## src/rtl/bank_mapper_pkg.sv

```systemverilog
package bank_mapper_pkg;

  typedef enum logic [2:0] {
    RGN_NONE,
    RGN_RAM,
    RGN_PER,
    RGN_BANKREG,
    RGN_FLASH
  } region_e;

  localparam logic [15:0] CHUNK_ADDR = 16'h2004;
  localparam logic [15:0] VLO_ADDR   = 16'h2005;
  localparam logic [15:0] VHI_ADDR   = 16'h2006;
  localparam logic [15:0] CTRL_ADDR  = 16'h2007;
  localparam logic [14:0] NMI_VEC_HI15 = 15'h7FFD; // $FFFA/$FFFB >> 1

endpackage

```

## src/rtl/mapper_addr_decode.sv

```systemverilog
module mapper_addr_decode
  import bank_mapper_pkg::*;
(
  input  logic [15:0] addr,
  output region_e     region
);

  always_comb begin
    region = RGN_NONE;
    if (addr[15])
      region = RGN_FLASH;
    else if (addr[15:13] == 3'b000 || addr[15:12] == 4'h3 || addr[15:13] == 3'b011)
      region = RGN_RAM;
    else if (addr[15:3] == 13'h0400)
      region = RGN_PER;
    else if (addr[15:3] == 13'h0BFF)
      region = RGN_BANKREG;
  end

endmodule

```

## src/rtl/mapper_bank_regs.sv

```systemverilog
module mapper_bank_regs
  import bank_mapper_pkg::*;
#(
  parameter int PAGE_W = 4,
  parameter int NWIN   = 8
) (
  input  logic              clk,
  input  logic              rst,
  input  logic              wr_stb,
  input  region_e           region,
  input  logic [15:0]       addr,
  input  logic [7:0]        din,
  input  logic [$clog2(NWIN)-1:0] win_sel,
  output logic [PAGE_W-1:0] page,
  output logic [7:0]        chunk_q,
  output logic [7:0]        vlo_q,
  output logic [7:0]        vhi_q,
  output logic [7:0]        ctrl_q
);

  localparam int IDX_W = $clog2(NWIN);

  logic [PAGE_W-1:0] page_q [NWIN];

  for (genvar n = 0; n < NWIN; n++) begin : g_win
    always_ff @(posedge clk) begin
      if (rst)
        page_q[n] <= PAGE_W'(n);
      else if (wr_stb && region == RGN_BANKREG && addr[IDX_W-1:0] == IDX_W'(n))
        page_q[n] <= din[PAGE_W-1:0];
    end
  end

  assign page = page_q[win_sel];

  always_ff @(posedge clk) begin
    if (rst) begin
      chunk_q <= '0;
      vlo_q   <= '0;
      vhi_q   <= '0;
      ctrl_q  <= '0;
    end else if (wr_stb) begin
      if (addr == CHUNK_ADDR) chunk_q <= din;
      if (addr == VLO_ADDR)   vlo_q   <= din;
      if (addr == VHI_ADDR)   vhi_q   <= din;
      if (addr == CTRL_ADDR)  ctrl_q  <= din;
    end
  end

endmodule

```

## src/rtl/mapper_nmi_tick.sv

```systemverilog
module mapper_nmi_tick #(
  parameter int TICK_DIV = 1000000,
  parameter int NMI_HOLD = 8
) (
  input  logic clk,
  input  logic rst,
  input  logic phi2,
  output logic nmi_n
);

  localparam int CNT_W  = $clog2(TICK_DIV);
  localparam int HOLD_W = $clog2(NMI_HOLD + 1);

  logic [CNT_W-1:0]  cnt_q;
  logic [HOLD_W-1:0] hold_q, hold_d;
  logic              p2_q, tick, p2_rise;

  assign tick    = (cnt_q == CNT_W'(TICK_DIV - 1));
  assign p2_rise = phi2 & ~p2_q;

  always_comb begin
    hold_d = hold_q;
    if (tick)
      hold_d = HOLD_W'(NMI_HOLD);
    else if (p2_rise && hold_q != '0)
      hold_d = hold_q - 1'b1;
  end

  always_ff @(posedge clk) begin
    if (rst) begin
      cnt_q  <= '0;
      hold_q <= '0;
      p2_q   <= 1'b0;
      nmi_n  <= 1'b1;
    end else begin
      cnt_q  <= tick ? '0 : cnt_q + 1'b1;
      hold_q <= hold_d;
      p2_q   <= phi2;
      nmi_n  <= (hold_d == '0);
    end
  end

endmodule

```

## src/rtl/bank_mapper.sv

```systemverilog
module bank_mapper
  import bank_mapper_pkg::*;
#(
  parameter int CHUNK_W  = 4,
  parameter int PAGE_W   = 4,
  parameter int TICK_DIV = 1000000,
  parameter int NMI_HOLD = 8
) (
  input  logic                        clk,
  input  logic                        rst,
  input  logic                        phi2,
  input  logic [15:0]                 cpu_addr,
  input  logic                        cpu_rw,
  input  logic [7:0]                  cpu_din,
  output logic [7:0]                  cpu_dout,
  output logic                        cpu_doe,
  output logic                        ram_ce,
  output logic                        per_ce,
  output logic                        flash_ce,
  output logic [CHUNK_W+PAGE_W+11:0]  flash_addr,
  output logic                        nmi_n
);

  localparam int NWIN = 8;
  localparam int FA_W = CHUNK_W + PAGE_W + 12;

  region_e           rgn;
  logic [PAGE_W-1:0] page;
  logic [7:0]        chunk_q, vlo_q, vhi_q, ctrl_q;
  logic              wr_stb, rd_acc, vec_hit, reg_hit;
  logic [7:0]        dout_d;
  logic              doe_d;

  mapper_addr_decode u_dec (
    .addr   (cpu_addr),
    .region (rgn)
  );

  assign wr_stb = phi2 & ~cpu_rw;
  assign rd_acc = phi2 &  cpu_rw;

  mapper_bank_regs #(.PAGE_W(PAGE_W), .NWIN(NWIN)) u_regs (
    .clk     (clk),
    .rst     (rst),
    .wr_stb  (wr_stb),
    .region  (rgn),
    .addr    (cpu_addr),
    .din     (cpu_din),
    .win_sel (cpu_addr[14:12]),
    .page    (page),
    .chunk_q (chunk_q),
    .vlo_q   (vlo_q),
    .vhi_q   (vhi_q),
    .ctrl_q  (ctrl_q)
  );

  mapper_nmi_tick #(.TICK_DIV(TICK_DIV), .NMI_HOLD(NMI_HOLD)) u_tick (
    .clk   (clk),
    .rst   (rst),
    .phi2  (phi2),
    .nmi_n (nmi_n)
  );

  assign vec_hit = ctrl_q[0] && (cpu_addr[15:1] == NMI_VEC_HI15);
  assign reg_hit = (rgn == RGN_PER) && cpu_addr[2];

  always_comb begin
    dout_d = 8'h00;
    doe_d  = 1'b0;
    if (rd_acc && vec_hit) begin
      doe_d  = 1'b1;
      dout_d = cpu_addr[0] ? vhi_q : vlo_q;
    end else if (rd_acc && reg_hit) begin
      doe_d = 1'b1;
      case (cpu_addr[1:0])
        2'd0:    dout_d = chunk_q;
        2'd1:    dout_d = vlo_q;
        2'd2:    dout_d = vhi_q;
        default: dout_d = ctrl_q;
      endcase
    end
  end

  always_ff @(posedge clk) begin
    if (rst) begin
      cpu_dout   <= '0;
      cpu_doe    <= 1'b0;
      ram_ce     <= 1'b0;
      per_ce     <= 1'b0;
      flash_ce   <= 1'b0;
      flash_addr <= '0;
    end else begin
      cpu_dout   <= dout_d;
      cpu_doe    <= doe_d;
      ram_ce     <= phi2 && rgn == RGN_RAM;
      per_ce     <= phi2 && rgn == RGN_PER;
      flash_ce   <= phi2 && rgn == RGN_FLASH && !vec_hit;
      flash_addr <= FA_W'({chunk_q[CHUNK_W-1:0], page, cpu_addr[11:0]});
    end
  end

endmodule

```

## config.mk

```make
export PLATFORM = sky130hd
export DESIGN_NAME = bank_mapper
export DESIGN_NICKNAME = d
export VERILOG_FILES = /design/src/rtl/bank_mapper_pkg.sv /design/src/rtl/mapper_addr_decode.sv /design/src/rtl/mapper_bank_regs.sv /design/src/rtl/mapper_nmi_tick.sv /design/src/rtl/bank_mapper.sv
export SDC_FILE = /design/constraint.sdc
export NUM_CORES = 1
export LEC_CHECK = 0
export ABC_AREA = 1
export CAP_MARGIN = 20
export CELL_PAD_IN_SITES_DETAIL_PLACEMENT = 1
export CELL_PAD_IN_SITES_GLOBAL_PLACEMENT = 1
export CORE_ASPECT_RATIO = 0.75
export CORE_MARGIN = 8
export CORE_UTILIZATION = 45
export DETAILED_ROUTE_END_ITERATION = 6
export PLACE_DENSITY_LB_ADDON = 0.1
export SYNTH_ARGS = -nofsm -noshare
export SYNTH_HDL_FRONTEND = slang
export SYNTH_SLANG_ARGS = --single-unit
```

## constraint.sdc

```tcl
create_clock -name clk -period 2.7 [get_ports clk]
set_input_delay 0.54 -clock clk [delete_from_list [all_inputs] [get_ports clk]]
set_output_delay 0.54 -clock clk [all_outputs]
set_load 0.01 [all_outputs]
```

# [Word-level counts from Yosys, hierarchy flattened]
# Memories as Yosys holds them, arrays and structs flattened. A register that Yosys moved wholly into a read port is not among the register bits.
# Cells that the tools add are included.
[word_totals] ff_bits=90 latch_bits=0 mem_bits_rw=32 rom_bits=0 inputBits=28 out_inout_bits=33 wordCells=130 mem_count=1
[op_classes] addsub=2 n_mul=0 n_div=0 order_cmp=0 eq_ne=23 shifts=0 mux=46 bitwise_logic=13 n_reduce_logical=31
[memory_table] name="u_regs.page_q" words=8 word_bits=4 rd=1 rd_ports_with_merged_regs=1 wr=8 line="mapper_bank_regs.sv:23" source="logic [PAGE_W-1:0] page_q [NWIN];"
[op_table] operator="equality test 16 x 14 -> 1 bit, second input constant" n=4
[op_table] operator="two-way mux 4 bit" n=10
[op_table] operator="two-way mux 1 bit" n=28
[op_table] operator="two-way mux 8 bit" n=3
[op_table] operator="case mux 8 bit (3 select lines)" n=1
[op_table] operator="adder 20 x 1 -> 20 bit, second input constant" n=1
[op_table] operator="equality test 20 bit, second input constant" n=1
[op_table] operator="logical AND 1 bit" n=18
[op_table] operator="equality test 15 bit, second input constant" n=1
[op_table] operator="equality test 3 x 2 -> 1 bit, second input constant" n=5
[op_table] operator="equality test 3 bit, second input constant" n=5
[op_table] operator="equality test 13 x 11 -> 1 bit, second input constant" n=1
[op_table] operator="equality test 13 x 12 -> 1 bit, second input constant" n=1
[op_table] operator="two-way mux 3 bit" n=3
[op_table] operator="bitwise OR 1 bit" n=8
[op_table] operator="AND reduction 2 bit" n=4
[op_table] operator="equality test 3 x 1 -> 1 bit, second input constant" n=2
[op_table] operator="logical NOT 3 bit" n=2
[op_table] operator="equality test 4 x 2 -> 1 bit, second input constant" n=1
[op_table] operator="logical NOT 4 bit" n=1
[op_table] operator="nonzero test 4 bit" n=1
[op_table] operator="subtractor 4 x 1 -> 4 bit, second input constant" n=1
[op_table] operator="bitwise AND 1 bit" n=3
[op_table] operator="equality test 2 x 1 -> 1 bit, second input constant" n=1
[op_table] operator="other kinds (7)" n=9

# [Longest topological paths before layout]
[depth] ltp_word=12 depth_mapped=11 mapped_depth_nobuf=10

# [Hierarchy]
# A second synthesis with hierarchy kept.
[unflattened] hier_cells=871 hier_area_um2=6229.7
[by_module_without_submodules] module="mapper_bank_regs" n_inst=1 cells_per_inst=436 area_per_inst_um2=3280.6 seq_area_each_um2=1601.5
[by_module_without_submodules] module="bank_mapper" n_inst=1 cells_per_inst=207 area_per_inst_um2=1460.2 seq_area_each_um2=640.6
[by_module_without_submodules] module="mapper_nmi_tick" n_inst=1 cells_per_inst=196 area_per_inst_um2=1356.3 seq_area_each_um2=520.5
[by_module_without_submodules] module="mapper_addr_decode" n_inst=1 cells_per_inst=32 area_per_inst_um2=132.6 seq_area_each_um2=0.0

# [Worst setup path before layout]
# Ideal clock, no wire load.
[synth_timing] path_kind="input port to flip-flop" start="input port cpu_addr[12]" end="memory u_regs.page_q[4][0], enable pin" setup_time_ps=308 arrival_time_ps=1685 required_ps=2392 setup_slack_ps=707 path_stages=11 path_buffers=2 path_cell_list="buf_6 > clkinv_4 > nand3_2 > nor2_8 > nand2_2 > nand2_2 > nand3_4 > nor2_8 > buf_6 > nand2_1 > nand2_1"
[synth_rtl] element="from (decl)" line="bank_mapper.sv:12" source="input logic [15:0] cpu_addr,"
[synth_rtl] element="to (decl)" line="mapper_bank_regs.sv:23"

==> impl_metrics.ini <==
[setup_path]
crit_path_end_kind = flop
crit_fanout = 16
crit_type = input port to flop
cp.arrival_ps = 2380
cp.required_ps = 2820
start_kind = input port

[drt]
viasPerCell = 5.257
drc = 0
antenna_left = 0
wl_per_cell_um = 17.60
detail_route.first_pass.iterations = 4
drtIter0Drc = 226
wl_um = 16440
vias = 4910

[sta]
max_slew_margin = 0.5952
fin_setup_tns_ps = 0
period_share = 0.8388
slew_violations = 0
whs_ps = 452.1
fin_crit_ps = 2265
setup_viol = 0
grt_setup_unrepaired = false
max_freq_mhz = 441.6
hold_viol_final = 0
finalClockSkew_ps = 10.32
worst_pin_slew_ps = 606.3

[floorplan]
dieWidth_um = 143.0
start_util = 0.4650
die_h_um = 111.2
pin_count = 61
num_rows = 34
dieArea_um2 = 15900
core_area_um2 = 11700

[yosys]
synth_top_area_cell = dfxtp_1
synth_top_flop_cell = dfxtp_1
synth.avg_cell_area_um2 = 7.919
synth_area_um2 = 5440
yosysTopAreaCellShare = 0.3312
syn_inst = 687
synth_edf_count = 32
synthArstFlopShare = 0
yosysUniqueCellTypes = 33
yosysWarnings = 0
synth_fp_nets = 717
ys_ff_latch = 122
ys_top_cells_by_area = dfxtp_1, edfxtp_1, nand2_1
synth-seq-area-share = 0.5078

[grt]
grt_pass1_vias = 5124
track_usage = 0.2151
grt_pass1_wl_um = 26710
overflow = 0
grt_max_degree = 33
grt_antenna_before_repair = 0

[clock_network]
clock_sinks = 122
cts_setup_buffers = 0
cts_tree = done
clk_pin_slew_ps = 60
cts_hold_buf = 0
clockBufferDepth = 2
numCtsBuffers = 17
htreeDepth = 4
clkLatencyLatePin_ps = 430
cts_resized = 0
cts-root-buf = clkbuf_16

[final_layout]
stdcell_count = 934
final_layout_size_suffix_gt1_frac = 0.09715
syn2layout_area_growth_pct = 24.70
stdcell_area_um2 = 6784
diodes = 0
nNetsFinal = 789

[power_and_ir_drop]
power_leakage_nw = 2.537
power_density_nw_per_um2 = 684.5
max-vdd-ir-drop_mv = 0.4831

[run_status]
status = finished clean

[placement]
port_buffers = 60
dpl_cell_area_um2 = 6232
dp_hpwl_um = 11560
dp.cells = 902
gp_congestion = 0.8873

[hold_path]
hp-class = flop to flop

[flow_run]
drv_cap = 0
[sequential cells by signal, summed over array words and instances, names as in the netlist]
register and flops:
u_tick.nmi_n 1, u_regs.ctrl_q 8, u_regs.page_q 32, cpu_doe 1, per_ce 1, cpu_dout 8, flash_ce 1, u_tick.p2_q 1
ram_ce 1, u_tick.cnt_q 20, u_regs.chunk_q 8, flash_addr 20, u_regs.vhi_q 8, u_tick.hold_q 4, u_regs.vlo_q 8
[final timing paths]
path              startpoint                   to  slack, ps  cells after the start
max reg2reg  u_tick.cnt_q[0]     u_tick.cnt_q[17]        960                      7
max             cpu_addr[13]  u_regs.page_q[7][3]        440                     10
min          u_tick.cnt_q[0]      u_tick.cnt_q[0]        450                      1
min reg2reg  u_tick.cnt_q[0]      u_tick.cnt_q[0]        450                      1
[logic make-up (layout without fill, tap and decap cells)]
logic type      Yosys count  count (layout)  share of synthesized area
compound gates          126             126                     0.1226
xor+xnor                  6               6                   0.009660
fa+ha+maj                 2               2                   0.004599
buf+inv                 113             198                    0.08855
flops                   122             122                     0.5078
simple gates            318             318                     0.2668
[layout by cell type, fill, tap and decap left out, types with 18 or more instances in the layout]
master	synthesis	routed
nor2_1	116	116
a21oi_1	52	52
nand2_1	121	121
nand3_1	26	26
o21ai_0	50	50
inv_1	83	83
nand4_1	23	23
dfxtp_1	90	90
buf_4	0	18
edfxtp_1	32	32
clkdlybuf4s50_1	0	60
[synthesized netlist by cell type (2+ instances only)]
| library cell | count |
|---|---|
| nand4_1 | 23 |
| ha_1 | 2 |
| nor3_1 | 7 |
| nand2_2 | 3 |
| o21ai_2 | 3 |
| nand3_1 | 26 |
| inv_1 | 83 |
| xor2_1 | 6 |
| nor2_1 | 116 |
| nand2_1 | 121 |
| buf_6 | 6 |
| edfxtp_1 | 32 |
| or2_2 | 2 |
| nand3_2 | 8 |
| and3_1 | 2 |
| o2111ai_1 | 4 |
| o21ai_1 | 9 |
| o22ai_1 | 4 |
| inv_2 | 4 |
| a31oi_1 | 4 |
| nor4_1 | 3 |
| nor2_8 | 3 |
| dfxtp_1 | 90 |
| clkbuf_1 | 10 |
| o21ai_0 | 50 |
| a21oi_1 | 52 |
| buf_1 | 3 |
| buf_2 | 6 |
[critical path: stages]
cell and delay, ps:
clkdlybuf4s50_1 550, inv_2 200, nand3_1 130, nor2_1 140, nand2_1 70, nand2_1 110, nand3_4 140, nor2_8 240
nand2_1 100, nand2_1 160
[final cells by class]
type | count | area (um^2)
tap | 162 | 202.7
multi-input combinational | 452 | 2196
clock buffer | 17 | 425.4
fill | 1435 | 4915
timing repair buffer | 78 | 735.7
clock inverter | 15 | 126.4
sequential | 122 | 2763
inverter | 88 | 335.3
[stage by stage]
stage | total power, W | setup WS (ps) | util
3_3_place_gp | 0.002487 | 178.9 | 0.5327
2_1_floorplan | 0.002307 | 706.8 | -
4_1_cts | 0.004678 | 478.8 | 0.5799
5_1_grt | 0.004825 | 301.7 | 0.5799
6_report | 0.004644 | 435.3 | 0.5799
3_5_place_dp | 0.002521 | 42.79 | 0.5327
[per-layer routing]
metal | part of all wire | wire [um] | vias up | global-route usage
met5 | 0 | 0 | - | 0
met4 | 0.013 | 210 | 0 | 0.06568
li1 | - | - | 2399 | -
met2 | 0.49 | 8062 | 104 | 0.3570
met1 | 0.45 | 7356 | 2383 | 0.2647
met3 | 0.049 | 813 | 24 | 0.05852
[power breakdown]
part	leakage [nW]	switching (W)	internal (W)	total, W
registers	1.04	0.0000342	0.00195	0.00198
clock network	0.261	0.000877	0.00126	0.00214
logic	1.23	0.000328	0.000194	0.000522
total	2.54	0.00124	0.00340	0.00464
Power figures use the tool's default switching activity.
